$ cat config.mk
export PLATFORM = sky130hd
export DESIGN_NAME = omega_net
export DESIGN_NICKNAME = d
export VERILOG_FILES = /design/src/rtl/omega_net.sv
export SDC_FILE = /design/constraint.sdc
export NUM_CORES = 1
export LEC_CHECK = 0
export BUFFER_PORTS_ARGS = -buffer_cell sky130_fd_sc_hd__buf_2
export CORE_ASPECT_RATIO = 1.1
export CORE_MARGIN = 2
export CORE_UTILIZATION = 60
export CTS_CLUSTER_SIZE = 30
export DETAILED_ROUTE_END_ITERATION = 8
export GPL_TIMING_DRIVEN = 1
export HOLD_SLACK_MARGIN = 0.03
export PLACE_DENSITY = 0.87
export SLEW_MARGIN = 0
export SYNTH_ARGS = -nofsm -noshare
export SYNTH_HDL_FRONTEND = slang
export SYNTH_SLANG_ARGS = --single-unit
$ cat constraint.sdc
create_clock -name clk -period 0.8 [get_ports clk]
set_input_delay 0.12 -clock clk [delete_from_list [all_inputs] [get_ports clk]]
set_output_delay 0.12 -clock clk [all_outputs]
set_load 0.005 [all_outputs]
$ cat src/rtl/omega_net.sv
module omega_net #(
  parameter int PORTS = 8,
  parameter int DW    = 8,
  localparam int LG   = (PORTS > 1) ? $clog2(PORTS) : 1
) (
  input  logic                         clk,
  input  logic                         rst_n,
  input  logic [PORTS-1:0]             in_valid,
  input  logic [PORTS-1:0][LG-1:0]     in_dest,
  input  logic [PORTS-1:0][DW-1:0]     in_data,
  output logic [PORTS-1:0]             out_valid,
  output logic [PORTS-1:0][LG-1:0]     out_src,
  output logic [PORTS-1:0][DW-1:0]     out_data,
  output logic [PORTS-1:0]             in_blocked
);

  initial assert_ports_pow2_R9: assert (PORTS >= 2 && (PORTS & (PORTS - 1)) == 0)
    else $error("PORTS must be a power of two, at least 2");

  function automatic logic [LG-1:0] shuffle(input logic [LG-1:0] x);
    logic [LG-1:0] r;
    for (int b = 0; b < LG; b++) r[(b + 1) % LG] = x[b];
    return r;
  endfunction

  logic [PORTS-1:0]    lv, sv, blk;
  logic [LG-1:0]       ls [PORTS];
  logic [LG-1:0]       ss [PORTS];
  logic                bu, bl;

  always_comb begin
    lv  = in_valid;
    blk = '0;
    bu  = 1'b0;
    bl  = 1'b0;
    for (int i = 0; i < PORTS; i++) ls[i] = LG'(i);
    for (int i = 0; i < PORTS; i++) ss[i] = '0;
    sv = '0;
    for (int k = 0; k < LG; k++) begin
      for (int i = 0; i < PORTS; i++) begin
        sv[shuffle(LG'(i))] = lv[i];
        ss[shuffle(LG'(i))] = ls[i];
      end
      for (int j = 0; j < PORTS / 2; j++) begin
        bu = in_dest[ss[2*j]][LG-1-k];
        bl = in_dest[ss[2*j+1]][LG-1-k];
        lv[2*j]   = 1'b0;
        lv[2*j+1] = 1'b0;
        ls[2*j]   = ss[2*j];
        ls[2*j+1] = ss[2*j+1];
        if (sv[2*j]) begin
          lv[2*j + int'(bu)] = 1'b1;
          ls[2*j + int'(bu)] = ss[2*j];
        end
        if (sv[2*j+1]) begin
          if (sv[2*j] && bu == bl) begin
            blk[ss[2*j+1]] = 1'b1;
          end else begin
            lv[2*j + int'(bl)] = 1'b1;
            ls[2*j + int'(bl)] = ss[2*j+1];
          end
        end
      end
    end
  end

  always_ff @(posedge clk or negedge rst_n) begin
    if (!rst_n) begin
      out_valid  <= '0;
      out_src    <= '0;
      out_data   <= '0;
      in_blocked <= '0;
    end else begin
      out_valid  <= lv;
      in_blocked <= blk;
      for (int d = 0; d < PORTS; d++) begin
        out_src[d]  <= lv[d] ? ls[d] : '0;
        out_data[d] <= lv[d] ? in_data[ls[d]] : '0;
      end
    end
  end

  assert_conserve_R6: assert property (@(posedge clk) disable iff (!rst_n)
    1'b1 |=> ($countones(out_valid) + $countones(in_blocked) == $countones($past(in_valid))));

  assert_lone_R3: assert property (@(posedge clk) disable iff (!rst_n)
    ($countones(in_valid) == 1) |=> (in_blocked == '0 && $countones(out_valid) == 1));

  for (genvar g = 0; g < PORTS; g++) begin : g_chk
    assert_not_both_R6: assert property (@(posedge clk) disable iff (!rst_n)
      out_valid[g] |-> !in_blocked[out_src[g]]);
    assert_blk_had_req_R6: assert property (@(posedge clk) disable iff (!rst_n)
      in_blocked[g] |-> $past(in_valid[g]));
    assert_src_was_valid_R2: assert property (@(posedge clk) disable iff (!rst_n)
      out_valid[g] |-> |(($past(in_valid) >> out_src[g]) & PORTS'(1)));
  end

endmodule

==> flow_metrics.py, run 1 <==
metrics = {
    "placement": {
        "gp_congestion": 1.20,
        "hpwl_um": 36100,
        "placed_cell_area_um2": 13400,
        "pre_cts_ws_ps": -1850,
        "portBuffers": 200,
    },
    "die": {
        "dieHeight_um": 134,
        "initial_core_util_pct": 61.2,
        "die_w_um": 122,
        "rows": 47,
        "io_pins": 202,
    },
    "logic_synthesis": {
        "synth_area_leaders": "dfrtp_1, mux2i_1, mux2_2, nand2_1, a21oi_1",
        "synth.avg_cell_area_um2": 8.71,
        "synth_seq_cells": 103,
        "synthFlopType": "dfrtp_1",
        "async_flop_share_pct": 100,
        "syn-num-nets": 1152,
        "synth_top_area_cell": "dfrtp_1",
        "netlist_area_um2": 9180,
        "netlist-cell-type-count": 81,
        "synth_edf_count": 0,
        "syn-instance-count": 1054,
        "yosysWarningCount": 0,
        "synth_top_area_share_pct": 28.1,
        "seq_area_frac_synth_pct": 28.1,
    },
    "clocking": {
        "clockBufferDepth": 2,
        "clock-root-buffer": "clkbuf_16",
        "ctsResizeCount": 385,
        "cts_buffers": 9,
        "postCtsSetupRepairBufs": 117,
        "htree_num_levels": 3,
        "cts_hold_buf": 2,
        "cts.sinks": 103,
    },
    "outcome": {
        "error_line": "[ERROR DPL-0038] Utilization greater than 100%, impossible to legalize",
        "status": "aborted with a tool error",
        "lastStage": "clock tree synthesis",
    },
}
-- cells by family after synthesis --
group | Yosys count | share of synthesized area [%]
other | 1 | 0.0409
DFF | 103 | 28.1
and+or+nand+nor | 298 | 15.5
xor gates and xnor gates | 11 | 1.05
AOI/OAI and AO/OA | 280 | 21.5
muxes | 251 | 28.8
buffers and inverters | 110 | 5.02
-- synth_stat cells (9+ instances only) --
| cell type | count |
|---|---|
| nor2_1 | 49 |
| mux2_2 | 57 |
| nor2b_1 | 11 |
| o22ai_1 | 32 |
| buf_1 | 10 |
| dfrtp_1 | 103 |
| a21oi_1 | 47 |
| nand2b_1 | 10 |
| nand3_1 | 42 |
| buf_2 | 20 |
| mux2i_1 | 188 |
| a22oi_1 | 11 |
| o211ai_1 | 22 |
| a31oi_1 | 9 |
| and3_1 | 11 |
| a32o_1 | 9 |
| a211o_1 | 17 |
| nand2_1 | 120 |
| clkbuf_1 | 53 |
| o21ai_0 | 36 |
| a221oi_1 | 9 |
| nand4_1 | 10 |
| inv_1 | 22 |
-- metrics by stage --
step                utilization, %  instances  hold WS, ps
detailed placement            89.4       1676        -12.0
floorplan                        -       1054         -176
global placement              89.4       1676        -18.3
==> run 2: changes to the inputs <==
CORE_ASPECT_RATIO = unset   (was 1.1)
CORE_UTILIZATION = 40   (was 60)
CTS_CLUSTER_SIZE = unset   (was 30)
HOLD_SLACK_MARGIN = unset   (was 0.03)
PLACE_DENSITY = unset   (was 0.87)
PLACE_DENSITY_LB_ADDON = 0.15   (was unset)
==> flow_metrics.py, run 2 <==
metrics = {
    "outcome": {
        "status": "finished with violations",
        "violations": "negative hold slack, negative setup slack",
    },
    "global_route": {
        "grt_antenna_before_repair": 0,
        "grt_pass1_wl_um": 72300,
        "grt_usage_pct": 40.3,
        "grt_pass1_vias": 11712,
        "grt_max_degree": 47,
        "gr-total-overflow": 0,
    },
    "route": {
        "first_pass_iters": 8,
        "routed_wl_um": 52000,
        "ant_nets": 0,
        "post_drt_via_cell_ratio": 6.37,
        "dr_total_vias": 12421,
        "routedWlPerCell_um": 26.7,
        "first_iter_violations": 1414,
        "drc": 0,
    },
    "logic_synthesis": {
        "async_flop_share_pct": 100,
        "yosysWarningCount": 0,
        "synth_top_area_share_pct": 28.1,
        "synth_area_leaders": "dfrtp_1, mux2i_1, mux2_2, nand2_1, a21oi_1",
        "netlist_area_um2": 9180,
        "synth_seq_cells": 103,
        "synth_edf_count": 0,
        "syn-num-nets": 1152,
        "syn-instance-count": 1054,
        "synth_top_area_cell": "dfrtp_1",
        "synth.avg_cell_area_um2": 8.71,
        "seq_area_frac_synth_pct": 28.1,
        "synthFlopType": "dfrtp_1",
        "ys_top_cells_by_count": "mux2i_1, nand2_1, dfrtp_1, mux2_2, clkbuf_1",
        "yosysMostFrequentCell": "mux2i_1",
        "netlist-cell-type-count": 81,
    },
    "die": {
        "io_pins": 202,
        "die_w_um": 155,
        "rows": 55,
        "initial_core_util_pct": 40.7,
        "core_area_um2": 22600,
        "die_area_um2": 24200,
        "dieHeight_um": 155,
    },
    "clocking": {
        "cts_buffers": 9,
        "htree_num_levels": 3,
        "clock-root-buffer": "clkbuf_16",
        "path_clk_slew_ps": 80,
        "clockBufferDepth": 2,
        "cts.sinks": 103,
        "cts_tree": "built",
    },
    "final_layout": {
        "nFillCells": 1502,
        "top_regs": "out_data (64), out_src (24), out_valid (8)",
        "drive_gt1_share_pct": 63.1,
        "final_common_cell": "buf_4",
        "diodes": 0,
        "finalNetCount": 1758,
        "area_delta_synth_final_pct": 88.2,
        "layout_common_cells": "buf_4, buf_2, mux2i_1",
        "regMostFlops": "out_data",
        "largest_reg_flops": 64,
    },
    "worst_hold_path": {
        "hp-class": "input port to flip-flop",
    },
    "pwr": {
        "vdd_ir_drop_max_v": 0.000923,
        "p_leak_nw": 8.44,
        "p_per_area_nw_per_um2": 1380,
    },
    "timing": {
        "final-max-slew-violation-count": 0,
        "finalCritPeriodShare_pct": 252,
        "hold-worst-slack_ps": -0.184,
        "layout_min_cycle_time_ps": 2010,
        "slew_headroom_pct": 62.0,
        "tightest_slew_ps": 568,
        "worst_slack_ps": -1210,
        "setup_viol": 205,
        "fin_setup_tns_ps": -121010,
        "rsz0062_at_grt": "yes",
        "max_freq_ghz": 0.496,
        "hold_viol": 1,
    },
    "critical_path": {
        "crit_chain": "buf_6 > or3b_4 > mux2i_2 > or2_4 > mux2i_4 > mux2_4 > or3_4 > buf_4 > and3_1",
        "cp-end-kind": "flip-flop",
        "arrival_ps": 2280,
        "worst-setup-path-type": "input port to flip-flop",
        "cpPeakStageDelay_ps": 380,
        "startpoint_type": "input port",
        "crit_required_ps": 1070,
        "cp.buffers_inverters": 2,
        "critPathSlowestCell": "or3b_4",
        "worstPathMaxFanout": 4,
        "crit_family": "simple AND/OR/NAND/NOR gates",
    },
    "placement": {
        "portBuffers": 200,
        "hpwl_um": 33800,
        "gp_congestion": 1.09,
    },
    "job": {
        "drv_cap": 0,
    },
}
-- run 2: cell counts after synthesis --
No cell type changed its count.
-- run 2: final timing paths --
path                             start  cells past startpoint                      end  slack, ps
min in group asynchronous        rst_n                      2  in_blocked[3]$_DFF_PN0_        110
min                        in_valid[4]                      2  in_blocked[4]$_DFF_PN0_       -0.2
max in group asynchronous        rst_n                      3   out_data[16]$_DFF_PN0_        220
max                        in_dest[17]                      9     out_src[2]$_DFF_PN0_      -1210
-- run 2: cell families after synthesis --
logic type	synth area share (%)
simple gates	15.5
compound gates	21.5
mux	28.8
buf+inv	5.02
flops	28.1
xor+xnor	1.05
other cells	0.0409
-- run 2: routing by layer --
metal	vias up	routed length, µm	global-route usage, %
li1	5177	-	-
met1	5990	20100	53.9
met2	977	22000	59.4
met3	277	6300	11.2
met4	0	3580	20.7
met5	-	0	0
-- run 2: area by class of cell --
type | instances | area [µm²] | share of cell area (%)
Clock buffer | 10 | 229 | 1.33
Clock inverter | 6 | 70.1 | 0.406
Inverter | 23 | 96.3 | 0.558
Multi-Input combinational cell | 844 | 8130 | 47.0
Sequential cell | 103 | 2580 | 14.9
Tap cell | 285 | 357 | 2.06
Timing Repair Buffer | 679 | 5820 | 33.7
-- run 2: timing repair --
| action | 4_1_cts | 5_1_grt |
|---|---|---|
| gates resized for setup | 292 | 179 |
| buffers inserted | 89 | 46 |
| cloned | 14 | 4 |
| pin swaps | 119 | 93 |
| hold buffers | 1 | 0 |
| endpoints found under the setup margin | 205 | 205 |
| hold endpoints to repair | 103 | 0 |
-- run 2: through the flow --
stage / instance area [µm²] / utilization [%] / power [mW] / cells / setup WS, ps
floorplan: 10300 / - / 11.2 / 1054 / -1730
global placement: 13900 / 61.5 / 15.6 / 1802 / -2050
detailed placement: 13900 / 61.5 / 15.7 / 1802 / -2070
CTS: 16300 / 72.4 / 22.5 / 1911 / -1220
global route: 17300 / 76.5 / 24.7 / 1950 / -1270
finish: 17300 / 76.5 / 23.9 / 1950 / -1210
-- run 2: power by group --
group | total [mW] | internal (mW) | switching, mW
registers | 6.08 | 5.90 | 0.181
clock network | 4.69 | 2.45 | 2.24
logic | 13.1 | 6.54 | 6.57
total | 23.9 | 14.9 | 8.99
No activity file was read; power rests on OpenSTA's default activity.
